===== src/rtl/chconv_pkg.sv =====
package chconv_pkg;

    localparam int SMP_W = 32;

    typedef logic [SMP_W-1:0] smp_t;

    typedef enum logic [1:0] {
        DN_CH0 = 2'd0,
        DN_CH1 = 2'd1,
        DN_AVG = 2'd2,
        DN_RSV = 2'd3
    } dn_mode_e;

    typedef enum logic {
        UP_ZERO = 1'b0,
        UP_DUP  = 1'b1
    } up_mode_e;

    // Sign-extend the low bits of a sample per width code (0:8, 1:16, else 32)
    function automatic smp_t sext_w(input smp_t x, input logic [1:0] wsel);
        smp_t r;
        case (wsel)
            2'd0:    r = {{(SMP_W-8){x[7]}}, x[7:0]};
            2'd1:    r = {{(SMP_W-16){x[15]}}, x[15:0]};
            default: r = x;
        endcase
        return r;
    endfunction

endpackage


===== src/rtl/chconv_downmix.sv =====
module chconv_downmix
    import chconv_pkg::*;
(
    input  logic       clk,
    input  logic       rst_n,
    input  logic [1:0] width_sel,
    input  logic [1:0] mode,
    input  logic       in_valid,
    output logic       in_ready,
    input  smp_t       in_ch0,
    input  smp_t       in_ch1,
    output logic       out_valid,
    input  logic       out_ready,
    output smp_t       out_data
);

    typedef struct packed {
        logic vld;
        smp_t data;
    } dn_state_t;

    dn_state_t st_d, st_q;

    smp_t           a_ext, b_ext, pick;
    logic [SMP_W:0] sum;

    always_comb begin
        a_ext = sext_w(in_ch0, width_sel);
        b_ext = sext_w(in_ch1, width_sel);
        sum   = {a_ext[SMP_W-1], a_ext} + {b_ext[SMP_W-1], b_ext};
        case (dn_mode_e'(mode))
            DN_CH1:  pick = b_ext;
            DN_AVG:  pick = sum[SMP_W:1];
            default: pick = a_ext;
        endcase

        st_d     = st_q;
        in_ready = !st_q.vld || out_ready;
        if (st_q.vld && out_ready) begin
            st_d.vld = 1'b0;
        end
        if (in_valid && in_ready) begin
            st_d.vld  = 1'b1;
            st_d.data = pick;
        end
    end

    always_ff @(posedge clk or negedge rst_n) begin
        if (!rst_n) begin
            st_q <= '0;
        end else begin
            st_q <= st_d;
        end
    end

    assign out_valid = st_q.vld;
    assign out_data  = st_q.data;

endmodule


===== src/rtl/chconv_upmix.sv =====
module chconv_upmix
    import chconv_pkg::*;
(
    input  logic       clk,
    input  logic       rst_n,
    input  logic [1:0] width_sel,
    input  logic       mode,
    input  logic       in_valid,
    output logic       in_ready,
    input  smp_t       in_data,
    output logic       out_valid,
    input  logic       out_ready,
    output smp_t       out_data,
    output logic       out_last
);

    typedef struct packed {
        logic vld;
        logic second;
        smp_t data;
        smp_t hold;
    } up_state_t;

    up_state_t st_d, st_q;
    smp_t      s_ext;

    always_comb begin
        s_ext    = sext_w(in_data, width_sel);
        st_d     = st_q;
        in_ready = !st_q.vld;
        if (st_q.vld && out_ready) begin
            if (!st_q.second) begin
                st_d.second = 1'b1;
                st_d.data   = st_q.hold;
            end else begin
                st_d.vld    = 1'b0;
                st_d.second = 1'b0;
            end
        end
        if (in_valid && in_ready) begin
            st_d.vld    = 1'b1;
            st_d.second = 1'b0;
            st_d.data   = s_ext;
            st_d.hold   = (up_mode_e'(mode) == UP_DUP) ? s_ext : '0;
        end
    end

    always_ff @(posedge clk or negedge rst_n) begin
        if (!rst_n) begin
            st_q <= '0;
        end else begin
            st_q <= st_d;
        end
    end

    assign out_valid = st_q.vld;
    assign out_data  = st_q.data;
    assign out_last  = st_q.second;

endmodule


===== src/rtl/chconv_thresh.sv =====
module chconv_thresh #(
    parameter int DEPTH  = 64,
    parameter int MAX_CH = 16,
    localparam int TH_W   = $clog2(DEPTH),
    localparam int FILL_W = $clog2(DEPTH + 1),
    localparam int CH_W   = $clog2(MAX_CH + 1)
) (
    input  logic              clk,
    input  logic              rst_n,
    input  logic [TH_W-1:0]   req,
    input  logic [CH_W-1:0]   chans,
    input  logic [FILL_W-1:0] fill,
    output logic [TH_W-1:0]   eff,
    output logic              reached
);

    typedef struct packed {
        logic [TH_W-1:0] eff;
        logic            reached;
    } th_state_t;

    th_state_t st_d, st_q;

    // Per-channel-count frame limit, computed at elaboration
    logic [TH_W-1:0] lim_tab [MAX_CH+1];

    assign lim_tab[0] = TH_W'(DEPTH - 1);
    for (genvar k = 1; k <= MAX_CH; k++) begin : g_lim
        assign lim_tab[k] = TH_W'(DEPTH / k - 1);
    end

    logic [CH_W-1:0] ch_c;
    logic [TH_W-1:0] lim;

    always_comb begin
        if (chans == '0) begin
            ch_c = CH_W'(1);
        end else if (chans > CH_W'(MAX_CH)) begin
            ch_c = CH_W'(MAX_CH);
        end else begin
            ch_c = chans;
        end
        lim          = lim_tab[ch_c];
        st_d.eff     = (req > lim) ? lim : req;
        st_d.reached = (fill >= FILL_W'(st_d.eff));
    end

    always_ff @(posedge clk or negedge rst_n) begin
        if (!rst_n) begin
            st_q <= '0;
        end else begin
            st_q <= st_d;
        end
    end

    assign eff     = st_q.eff;
    assign reached = st_q.reached;

endmodule


===== src/rtl/chan_count_conv.sv =====
module chan_count_conv
    import chconv_pkg::*;
#(
    parameter int DEPTH  = 64,
    parameter int MAX_CH = 16,
    localparam int TH_W   = $clog2(DEPTH),
    localparam int FILL_W = $clog2(DEPTH + 1),
    localparam int CH_W   = $clog2(MAX_CH + 1)
) (
    input  logic              clk,
    input  logic              rst_n,
    input  logic [1:0]        width_sel,
    input  logic [1:0]        dn_mode,
    input  logic              dn_in_valid,
    output logic              dn_in_ready,
    input  logic [31:0]       dn_in_ch0,
    input  logic [31:0]       dn_in_ch1,
    output logic              dn_out_valid,
    input  logic              dn_out_ready,
    output logic [31:0]       dn_out_data,
    input  logic              up_mode,
    input  logic              up_in_valid,
    output logic              up_in_ready,
    input  logic [31:0]       up_in_data,
    output logic              up_out_valid,
    input  logic              up_out_ready,
    output logic [31:0]       up_out_data,
    output logic              up_out_last,
    input  logic [TH_W-1:0]   thr_req,
    input  logic [CH_W-1:0]   thr_chans,
    input  logic [FILL_W-1:0] fifo_fill,
    output logic [TH_W-1:0]   thr_eff,
    output logic              thr_reached
);

    chconv_downmix i_dn (
        .clk       (clk),
        .rst_n     (rst_n),
        .width_sel (width_sel),
        .mode      (dn_mode),
        .in_valid  (dn_in_valid),
        .in_ready  (dn_in_ready),
        .in_ch0    (dn_in_ch0),
        .in_ch1    (dn_in_ch1),
        .out_valid (dn_out_valid),
        .out_ready (dn_out_ready),
        .out_data  (dn_out_data)
    );

    chconv_upmix i_up (
        .clk       (clk),
        .rst_n     (rst_n),
        .width_sel (width_sel),
        .mode      (up_mode),
        .in_valid  (up_in_valid),
        .in_ready  (up_in_ready),
        .in_data   (up_in_data),
        .out_valid (up_out_valid),
        .out_ready (up_out_ready),
        .out_data  (up_out_data),
        .out_last  (up_out_last)
    );

    chconv_thresh #(
        .DEPTH  (DEPTH),
        .MAX_CH (MAX_CH)
    ) i_th (
        .clk     (clk),
        .rst_n   (rst_n),
        .req     (thr_req),
        .chans   (thr_chans),
        .fill    (fifo_fill),
        .eff     (thr_eff),
        .reached (thr_reached)
    );

endmodule


===== config.mk =====
export PLATFORM = sky130hd
export DESIGN_NAME = chan_count_conv
export DESIGN_NICKNAME = d
export VERILOG_FILES = /design/src/rtl/chconv_pkg.sv /design/src/rtl/chconv_downmix.sv /design/src/rtl/chconv_upmix.sv /design/src/rtl/chconv_thresh.sv /design/src/rtl/chan_count_conv.sv
export SDC_FILE = /design/constraint.sdc
export NUM_CORES = 1
export LEC_CHECK = 0
export ABC_AREA = 1
export ABC_CLOCK_PERIOD_IN_PS = 1690
export BUFFER_PORTS_ARGS = -buffer_cell sky130_fd_sc_hd__buf_2
export CAP_MARGIN = 20
export CORE_MARGIN = 2
export CORE_UTILIZATION = 47
export CTS_BUF_LIST = sky130_fd_sc_hd__clkbuf_16
export DETAILED_ROUTE_END_ITERATION = 6
export GPL_TIMING_DRIVEN = 0
export PLACE_DENSITY = 0.72
export SYNTH_ARGS = -nofsm -noshare
export SYNTH_HDL_FRONTEND = slang
export SYNTH_SLANG_ARGS = --single-unit

===== constraint.sdc =====
create_clock -name clk -period 1.69 [get_ports clk]
set_clock_uncertainty 0.2 [all_clocks]
set_input_delay 0.2535 -clock clk [delete_from_list [all_inputs] [get_ports clk]]
set_output_delay 0.2535 -clock clk [all_outputs]
set_load 0.03 [all_outputs]

After elaboration in Yosys (flattened, before gate mapping)
Memories as Yosys holds them, arrays and structs flattened.
Cells that the tools add are included.

storage, ports and cells
  bits in registers = 106
  memory bits (read-only) = 192
  bits of input ports = 125
  output and inout port bits = 76
  word-level logic and storage cells = 50
  memories kept = 1

memories
  memory            words  width  read ports  clocked after memory_dff  write ports  line                 RTL
  (name not given)  32     6      1           0                         0            chconv_thresh.sv:43  lim = lim_tab[ch_c];

cells by class
  $add $sub $neg = 1
  magnitude comparators = 4
  eq/ne operators = 4
  mux-type cells = 17
  bitwise logic cells = 1
  reductions and logical operators = 14

operator list
  kind                number
  $pmux 32 s2         4
  $mux 66             1
  $mux 32             2
  $mux 34             1
  $add 32x32->33      1
  $mux 33             1
  $mux 6              3
  $mux 5              2
  $ge 7x6->1          1
  $ge 6x6->1 const B  1
  $gt 6x6->1          1
  $not 5->6           1
  $reduce_bool 2->1   3
  $gt 5x5->1 const B  1
  $logic_not 5->1     1
  $eq 2x1->1 const B  2
  $logic_and 1x1->1   4
  $reduce_and 2->1    2
  $mux 1              3
  $eq 2x2->1 const B  1
  $logic_not 1->1     2
  $logic_not 2->1     1
  $ne 2x2->1 const B  1
  $logic_or 1x1->1    1

Longest topological paths before layout
Gate-level depths: netlist (run 1).

  word-level depth = 10
  gate-level depth with buffers = 22

Cells and area by module
From an unflattened synthesis (run 1), not the netlist that was laid out.

unflattened totals
  cell total of the unflattened synthesis = 1300
  area, all modules = 8499.4 um^2

by module, submodules not included
  module          times used  cells each  area an instance (um^2)  seq. area each (um^2)
  chconv_downmix  1           810         4511.8                   825.8
  chconv_upmix    1           382         3228.1                   1651.6
  chconv_thresh   1           108         759.5                    175.2

Worst setup path after synthesis (run 1)
No wires, ideal clock.

  kind = input-to-reg
  from = input thr_chans[1]
  to = register i_th.st_q (netlist bit i_th.reached)
  setup time = 0.126 ns
  arrival = 2.633 ns
  data required time = 1.364 ns
  slack = -1.269 ns
  stages = 18
  buffers on the path = 0
  cell sequence = o211ai_1 -> nand2_1 -> o31ai_1 -> ha_1 -> inv_1 -> nor2_1 -> o21ai_0 -> o211ai_1 -> nand2_1 -> inv_1 -> o21ai_0 -> ha_1 -> a21boi_0 -> o21a_1 -> o21ai_0 -> nand2_1 -> a21oi_1 -> o21ai_0

RTL lines
  what                  line                   RTL
  from (decl)           chan_count_conv.sv:30  input logic [CH_W-1:0] thr_chans,
  to (signal assigned)  chconv_thresh.sv:52    st_q <= st_d;
  to (decl)             chconv_thresh.sv:22    th_state_t st_d, st_q;

==> results of run 1 <==
-- worst max-delay path: stages --
cell      delay, ps
buf_8           100
o211ai_1        190
nand2_2         120
o31ai_4         260
ha_1            270
inv_1            60
nor2_1           40
o21ai_1         130
o211ai_1        130
nand2_2         120
inv_4            60
nand2_2          60
o21ai_2          60
ha_1            270
inv_1            60
a21boi_1         60
o21a_1          170
o21ai_1         120
nand2_1          70
a21oi_2         110
o21ai_1          70
-- worst max-delay path by stage --
stage                             from                endpoint  slack, ps
after floorplan           thr_chans[1]  i_th.reached$_DFF_PN0_      -1140
after global placement    thr_chans[1]  i_th.reached$_DFF_PN0_      -1560
after detailed placement  thr_chans[1]  i_th.reached$_DFF_PN0_      -1600
after CTS                 thr_chans[0]  i_th.reached$_DFF_PN0_      -1060
after global routing      thr_chans[2]  i_th.reached$_DFF_PN0_      -1280
final                     thr_chans[1]  i_th.reached$_DFF_PN0_      -1080
-- kinds of logic after synthesis --
family | count (synthesis) | share of synthesized area, %
and+or+nand+nor | 743 | 35.4
buffers and inverters | 273 | 14.0
AOI/OAI and AO/OA | 193 | 13.0
DFF | 106 | 30.9
adders and majority gates | 46 | 6.79
-- layout by cell type (no fill, tap or decap), types with 25 or more instances in the layout --
| master | synthesis | routed |
|---|---|---|
| nand2_1 | 569 | 426 |
| nor2_4 | 8 | 27 |
| nor2_1 | 81 | 47 |
| nand3_1 | 51 | 37 |
| buf_2 | 17 | 199 |
| inv_2 | 4 | 37 |
| dfrtp_1 | 106 | 105 |
| nand2_4 | 1 | 45 |
| inv_1 | 187 | 145 |
| a21oi_1 | 68 | 35 |
| o21ai_0 | 52 | 27 |
| buf_4 | 32 | 95 |
| ha_4 | 0 | 25 |
| nand2_2 | 8 | 104 |
-- final cells by class --
type	instances	area [µm²]	area share, %
sequential	106	2650	21.0
buffer	77	576	4.56
timing repair buffer	279	1790	14.1
clock buffer	9	225	1.78
multi-input combinational	982	6260	49.6
antenna	3	7.51	0.0594
tap	229	287	2.27
clock inverter	7	62.6	0.495
inverter	194	768	6.08
-- sequential cells by signal, summed over array words and instances (netlist names) --
register and flops:
i_th.eff 6, i_up.out_data 32, i_dn.out_valid 1, i_up.out_valid 1, i_th.reached 1, i_up.out_last 1
i_dn.out_data 32, i_up.st_q 32
-- power groups by stage --
| stage | registers (W) | logic, W | clock network, W |
|---|---|---|---|
| 6_report | 0.00378 | 0.00752 | 0.00201 |
| 5_1_grt | 0.00388 | 0.00812 | 0.00215 |
| 4_1_cts | 0.00378 | 0.00697 | 0.00204 |
| 3_5_place_dp | 0.00381 | 0.00636 | 0 |
| 3_3_place_gp | 0.00379 | 0.00626 | 0 |
| 2_1_floorplan | 0.00414 | 0.00435 | 0 |
-- layer usage --
metal / vias up / track usage, %
met3: 72 / 3.25
met4: 0 / 9.09
met2: 355 / 51.0
met1: 4537 / 38.5
met5: - / 0
li1: 4838 / -
-- stage by stage --
stage	utilization (%)	cell area (µm²)
floorplan	-	9210
global placement	58.4	10500
detailed placement	58.6	10500
CTS	66.4	11900
global route	70.3	12600
finish	70.3	12600
-- timing repair --
action | in CTS | in global routing
setup endpoints to repair | 50 | 75
gates cloned | 2 | 0
hold buffers | 11 | 2
buffers inserted | 43 | 21
hold endpoints to repair | 68 | 3
pin swaps | 85 | 133
gates resized for setup | 190 | 167
==> metrics list, run 1 <==
- Counting tap cells, the placed design contains a total of ~1800 instances.
- Static timing analysis puts the maximum clock frequency at 362 MHz.
* Post-route worst setup slack: -1080 ps
- Most repeated cell in the gate-level netlist after synthesis: nand2_1
- The setup path with the least slack is of type input pin to register.
- Hold Crit Class: input pin to register
- The biggest area contributor in the post-synthesis netlist is dfrtp_1.
- Number of antenna violations at the first check in global routing: 3
* Post-layout nets: 1820
- Adding up every negative setup slack in the final design gives -16820 ps.
- Clock-pin slew was measured on the worst setup and hold paths at roughly 80 ps.
- Fill count: 1544
* Hold wc startpoint: thr_req[1]
- In this run the number of H-tree levels came out at 3.
* Remaining antenna violation count after routing: 0
- Counting I/O delays and the setup requirement, the final critical path takes approximately 2800 ps.
* Depth of the worst register-to-register path: 7
* Average routed wire per standard cell: 15.8 µm
- Setup repair after global routing could not meet its margin everywhere.
- The endpoint identified for the worst register-to-register timing path is i_dn.out_data[21]$_DFFE_PN0P_.
- Overall fraction of global-route tracks in use: 29.3%
* Count of flip-flops with a built-in enable after synthesis: 0
- Along the worst path, the maximum fanout reaches 6.
- TritonCTS created 9 clock buffers.
* Per-instance average area after synthesis: 6.31 µm²
* Flip-flop and latch count after synthesis: roughly 110
- Data on the critical path is required at its endpoint by 1720 ps.
- Detailed placement HPWL: between 20000 and 25000 µm
* Outcome: complete, but fails checks
- VDD IR max: between 1 and 1.5 mV
- Most instantiated flip-flop cell in the synthesis netlist: dfrtp_1
- Die X-Extent: 139 µm
- Overall power consumption: 0.0133 W
* Routability congestion estimate from global placement: 0.954
* Layout overhead on the synthesized area: 47.1%
- For the pin with the worst max-slew slack, the measured transition is 810 ps.
- Final hold analysis gives a worst-case slack of -29.9 ps.
- Core Box Area: 18000 µm²
- Post-Synthesis Net Count: 1532
- Internal power comes to 0.00735 W.
* Vias in the first global route: 9184
* Clock Power Share: 15.1%
* Share of post-route cells with drive strength above 1: 42.0%
* Worst min-delay path endpoint: i_th.eff[1]$_DFF_PN0_
* Global route overflow: 0
- Total Wirelength: 29800 µm
- Fin cells: ~1900
* IO buf count: 199
* R2R Path Start: i_dn.out_valid$_DFFE_PN0P_
- The die covers ~19000 µm².
- Total I/O pin count: 201
* Max layer used: met4
* Setup-violating endpoint count in the final report: 32
* Violations in the final reports: negative hold slack, negative setup slack
- The clock net in this run drives a total of 106 sinks.
- The total count of max-transition violations in the final report came to 0.
* Arrival time worst endpoint: 2790 ps
- Max-cap violations in this run came to 0.
* Vias per std cell: 5.20
- The worst setup path is launched from an input pin.
- Detailed routing placed a total of 1630 µm of wire on met3.
* Worst setup EP type: register
- Worst hold stages: 3
- Count of mapped cells out of synthesis: around 1400
- After detailed routing, the number of remaining DRC violations is 0.
- TritonCTS built the clock tree.
- Share of the clock period used by the worst path: 164%
- Pin count of the biggest net entering global routing: 56
- Switching power of the nets: 0.00597 W
- Leakage power: 6.83 nW
- Number of cell rows: 49
- DIE HEIGHT: 139 µm
* Maximum clock path buffer count: 2
- Clock Root Buffer: clkbuf_16
- After detailed routing, the wire length on met1 is between 10000 and 15000 µm.
- Once the floorplan was initialized, standard cells occupied around 48% of the core.
* First-pass GRT wire length: 45900 µm
- The share of the Yosys chip area taken by registers is 30.9%.
* Routed length on met2: 14700 µm
- The top cell type by area accounts for 30.9% of the synthesized area.
* Most area-consuming cells after synthesis: dfrtp_1 (31%), nand2_1 (25%), inv_1 (8.2%)
- Synthesis instantiated 43 different standard cells from the library.
- Worst setup slack before clock tree synthesis: -1600 ps
* Sequential Power Share: 28.4%
- Netlist Area Pre-Place: 8590 µm²
- Slew Limit Headroom: 46.0%
- The worst register-to-register path has a setup slack of -10 ps.
- For this run, the number of Yosys warnings is 0.
- Power density of the placed cells: between 1000 and 1500 nW/µm²
* Number of detailed-route iterations in the first pass: 7
- Final hold violations: 2
- Synth cell count leaders: nand2_1 (569), inv_1 (187), dfrtp_1 (106), nor2_1 (81), a21oi_1 (68)
- Of the total power, the share spent switching nets is 44.8%.
- After the first detailed-routing iteration, the DRC count stood at 734.
* Fraction of synthesis flops using an asynchronous set or reset pin: 100%
- Clock latency on the worst-skew pair, taken at its later pin, is 340 ps.
- Share of total power in combinational logic: 56.5%
- Routed vias: approximately 9800
Note: power is estimated with default switching activity, not from simulation.
==> run 2: changes to the inputs <==
--- a/config.mk
+++ b/config.mk
@@ -10,11 +10,12 @@
 export BUFFER_PORTS_ARGS = -buffer_cell sky130_fd_sc_hd__buf_2
 export CAP_MARGIN = 20
 export CORE_MARGIN = 2
-export CORE_UTILIZATION = 47
+export CORE_UTILIZATION = 36
 export CTS_BUF_LIST = sky130_fd_sc_hd__clkbuf_16
 export DETAILED_ROUTE_END_ITERATION = 6
 export GPL_TIMING_DRIVEN = 0
-export PLACE_DENSITY = 0.72
+export MAX_ROUTING_LAYER = met4
+export PLACE_DENSITY = 0.58
 export SYNTH_ARGS = -nofsm -noshare
 export SYNTH_HDL_FRONTEND = slang
 export SYNTH_SLANG_ARGS = --single-unit
==> run 2 against run 1 <==
Compared with the run above: the flow still finishes with violations (negative hold slack, negative setup slack); first-iteration DRC count fell by 22%; final cell count rose by 5.4%; power rose by 2.2%; core utilization fell by 14 points; critical path type unchanged.
==> metrics list, run 2 (synthesis results as in run 1) <==
* Hold wc startpoint: thr_req[1]
* Routed vias: 9706 (-0.98%)
- Worst hold stages: 3 (unchanged)
- Routability congestion estimate from global placement: 0.943 (-1.1%)
- Clk sinks: 106 (unchanged)
- Most common cell type on the critical path: o21ai_1
- Worst setup EP type: register
- Maximum level of the CTS H-tree: 3 (unchanged)
- Count of max-cap constraint violations: 0 (unchanged)
* CTS tree: built
- Leakage power: 6.87 nW (+0.58%)
- Fill count: 2290 (+48%)
* Overall fraction of global-route tracks in use: 25.6% (-3.7 points)
* Setup slack of the worst register-to-register path: -30 ps (-20 ps)
* Vias per std cell: 4.88 (-6.1%)
- The total count of max-transition violations in the final report is 0 (unchanged).
- Remaining antenna violation count after routing: 0 (unchanged)
* Arrival time worst endpoint: 2720 ps (-70 ps)
- The sum of negative setup slack was -18980 ps (-2160 ps).
- The total I/O pin count was 201 (unchanged).
* Vias in the first global route: 9172 (-0.13%)
- IO buf count: 199 (unchanged)
- Average routed wire per standard cell: 15.8 µm (+0.28%)
- Crit Path Class: input pin to register
* Overall die area: 25100 µm² (+30%)
* Number of antenna violations at the first check in global routing: 2 (-1)
- The worst register-to-register path ends at i_dn.out_data[22]$_DFFE_PN0P_.
- Global route overflow: 0 (unchanged)
* Number of detailed-route iterations in the first pass: 5 (-2)
- Buffers & Inverters on Critical Path: 5 (+1)
- Top achievable clock speed: 373 MHz (+3.1%)
* Share of the clock period used by the worst path: 159% (-4.9 points)
- The worst ir drop on vdd came to 0.704 mV (-36%).
* Worst slack on hold paths: -33.4 ps (-3.51 ps)
- The source-to-sink clock delay at the later pin of the worst-skew pair came to 350 ps (about the same).
* First-pass GRT wire length: 48600 µm (+5.7%)
- The number of nets at the end of the flow came to 1833 (+0.71%).
* Number of design-rule violations left by the first detailed-router iteration: 569 (-22%)
* DIE HEIGHT: 158 µm (+14%)
* R2R Path Start: i_dn.out_valid$_DFFE_PN0P_
- Cell family with most CP delay: compound AO/OA/AOI/OAI gates
* Longest individual stage delay on the worst path: 290 ps (+20 ps)
- The pre-CTS setup slack is -1630 ps (-28.3 ps).
* Worst min-delay path endpoint: i_th.eff[1]$_DFF_PN0_
- Core Box Area: 23500 µm² (+31%)
* Transition time of the tightest slew-check pin: 806 ps (-3.15 ps)
- For this design, the slowest cell found on the critical path is ha_1.
* Post-route worst setup slack: -992 ps (+83.6 ps)
- The tree is rooted in a clkbuf_16.
- The worst slew slack as a fraction of its limit is 46.2% (+0.21 points).
- Cells along the critical path: buf_8 > o211ai_1 > nand2_1 > o31ai_2 > ha_1 > inv_1 > nor2_1 > o21ai_1 > o211ai_1 > nand2_2 > inv_4 > buf_4 > buf_6 > or2_4 > o21ai_2 > ha_1 > o21ai_1 > nand2_1 > a21oi_2 > o21ai_1
- Final standard cell utilization of the core: 55.8% (-14 points)
* Data required time at the worst endpoint: 1730 ps (about the same)
* Outcome: complete, but fails checks
- Detailed placement HPWL: 24200 µm (+9.6%)
* Leading cell type in the layout, fill and taps excluded: nand2_1
- The number of cells traversed by the worst register-to-register path came to 7 (unchanged).
* Die X-Extent: 158 µm (+14%)
- Setup repair after global routing could not meet its margin everywhere.
- The final reports fail on negative hold slack, negative setup slack.
- Number of cell rows: 56 (+14%)
- Leading cell types in the layout, fill and taps excluded: nand2_1 (417), buf_2 (200), inv_1 (149), nand2_2 (117), dfrtp_1 (105)
- The total wire length after detailed routing came to 31500 µm (+5.7%).
* Setup-violating endpoint count in the final report: 32 (unchanged)
* Power density of the placed cells: 1040 nW/µm² (-1.5%)
* Layout overhead on the synthesized area: 52.6%
* Final critical delay including setup and external delays: 2680 ps (-83.6 ps)
- The highest net fanout along the worst path is 6 (unchanged).
* Type of element launching the critical path: input pin
- The register clock-pin slew on the reported worst setup and hold paths is 70 ps (about the same).
- The post-route cell area came to 13100 µm² (+3.8%).
* Hold Crit Class: input pin to register
* Instance area at placement: 10600 µm² (+1.1%)
- The clock tree buffer depth came to 2 (unchanged).
- The largest net degree at the start of global routing was 68 (+21%).
* Clock buffer count from CTS: 9 (unchanged)
- Post-route DRC violation count: 0 (unchanged)
- Share of post-route cells with drive strength above 1: 44.0% (+2.0 points)
- The number of failing hold endpoints at the final stage is 1 (-1).
- The initial cell density of the core came to 36.6% (-11 points).
[run 2: changes by cell type in the layout (fill, tap and decap cells not counted), moves of 5 or more]
cell / delta
buf_6: +11
nand3_1: -8
dlygate4sd3_1: +7
nand3_2: +8
nor2_1: -10
buf_4: -9
nor2_4: +5
nand2_4: -8
nor2_2: +5
nand2_2: +13
nand2_1: -9
inv_2: -7
[run 2: what timing repair did]
| action | 4_1_cts | 5_1_grt |
|---|---|---|
| setup endpoints to repair | 61 | 81 |
| gates resized for setup | 196 | 215 |
| hold buffers | 19 | 1 |
| gates cloned | 2 | 1 |
| buffers inserted | 44 | 24 |
| pin swaps | 113 | 142 |
| hold endpoints to repair | 64 | 2 |
[run 2: per-stage QoR]
stage	hold WS [ps]	std cells	total power, W
2_1_floorplan	-242	1361	0.00848
3_3_place_gp	255	1879	0.0102
3_5_place_dp	84.1	1880	0.0103
4_1_cts	-47.7	1961	0.0130
5_1_grt	-52.6	1988	0.0146
6_report	-33.4	1988	0.0136
[run 2: worst min-delay path, delay by kind of cell]
| family | cells | cell delay, ps |
|---|---|---|
| buf+inv | 2 | 160 |
| compound gates | 1 | 80 |
[run 2: how the worst max path moves through the flow]
stage                       startpoint                      to  cells after the start
after floorplan           thr_chans[1]  i_th.reached$_DFF_PN0_                     19
after global placement    thr_chans[1]  i_th.reached$_DFF_PN0_                     20
after detailed placement  thr_chans[1]  i_th.reached$_DFF_PN0_                     20
after CTS                 thr_chans[1]  i_th.reached$_DFF_PN0_                     21
after global routing      thr_chans[1]  i_th.reached$_DFF_PN0_                     21
final                     thr_chans[1]  i_th.reached$_DFF_PN0_                     20
[run 2: final cells by class]
| cell class | instances | area, µm² | share of cell area, % |
|---|---|---|---|
| inverters | 194 | 783 | 5.98 |
| clock buffers | 9 | 225 | 1.72 |
| repair buffers | 290 | 1900 | 14.5 |
| clock inverters | 7 | 70.1 | 0.535 |
| diodes | 2 | 5.00 | 0.0382 |
| multi-input cells | 982 | 6460 | 49.3 |
| flip-flops and latches | 106 | 2650 | 20.2 |
| well taps | 319 | 399 | 3.05 |
| plain buffers | 79 | 609 | 4.65 |
[run 2: routing by layer]
| layer | global-route usage, % | part of all wire (%) | wire [µm] |
|---|---|---|---|
| met5 | - | 0 | 0 |
| met3 | 2.34 | 4.2 | 1320 |
| met2 | 42.7 | 49 | 15500 |
| met1 | 33.8 | 45 | 14100 |
| met4 | 6.44 | 1.8 | 561 |
[run 2: where the power goes]
| part | internal [W] | switching, W |
|---|---|---|
| sequential | 0.00339 | 0.000385 |
| combinational | 0.00303 | 0.00470 |
| clock | 0.00115 | 0.000965 |
| total | 0.00757 | 0.00605 |
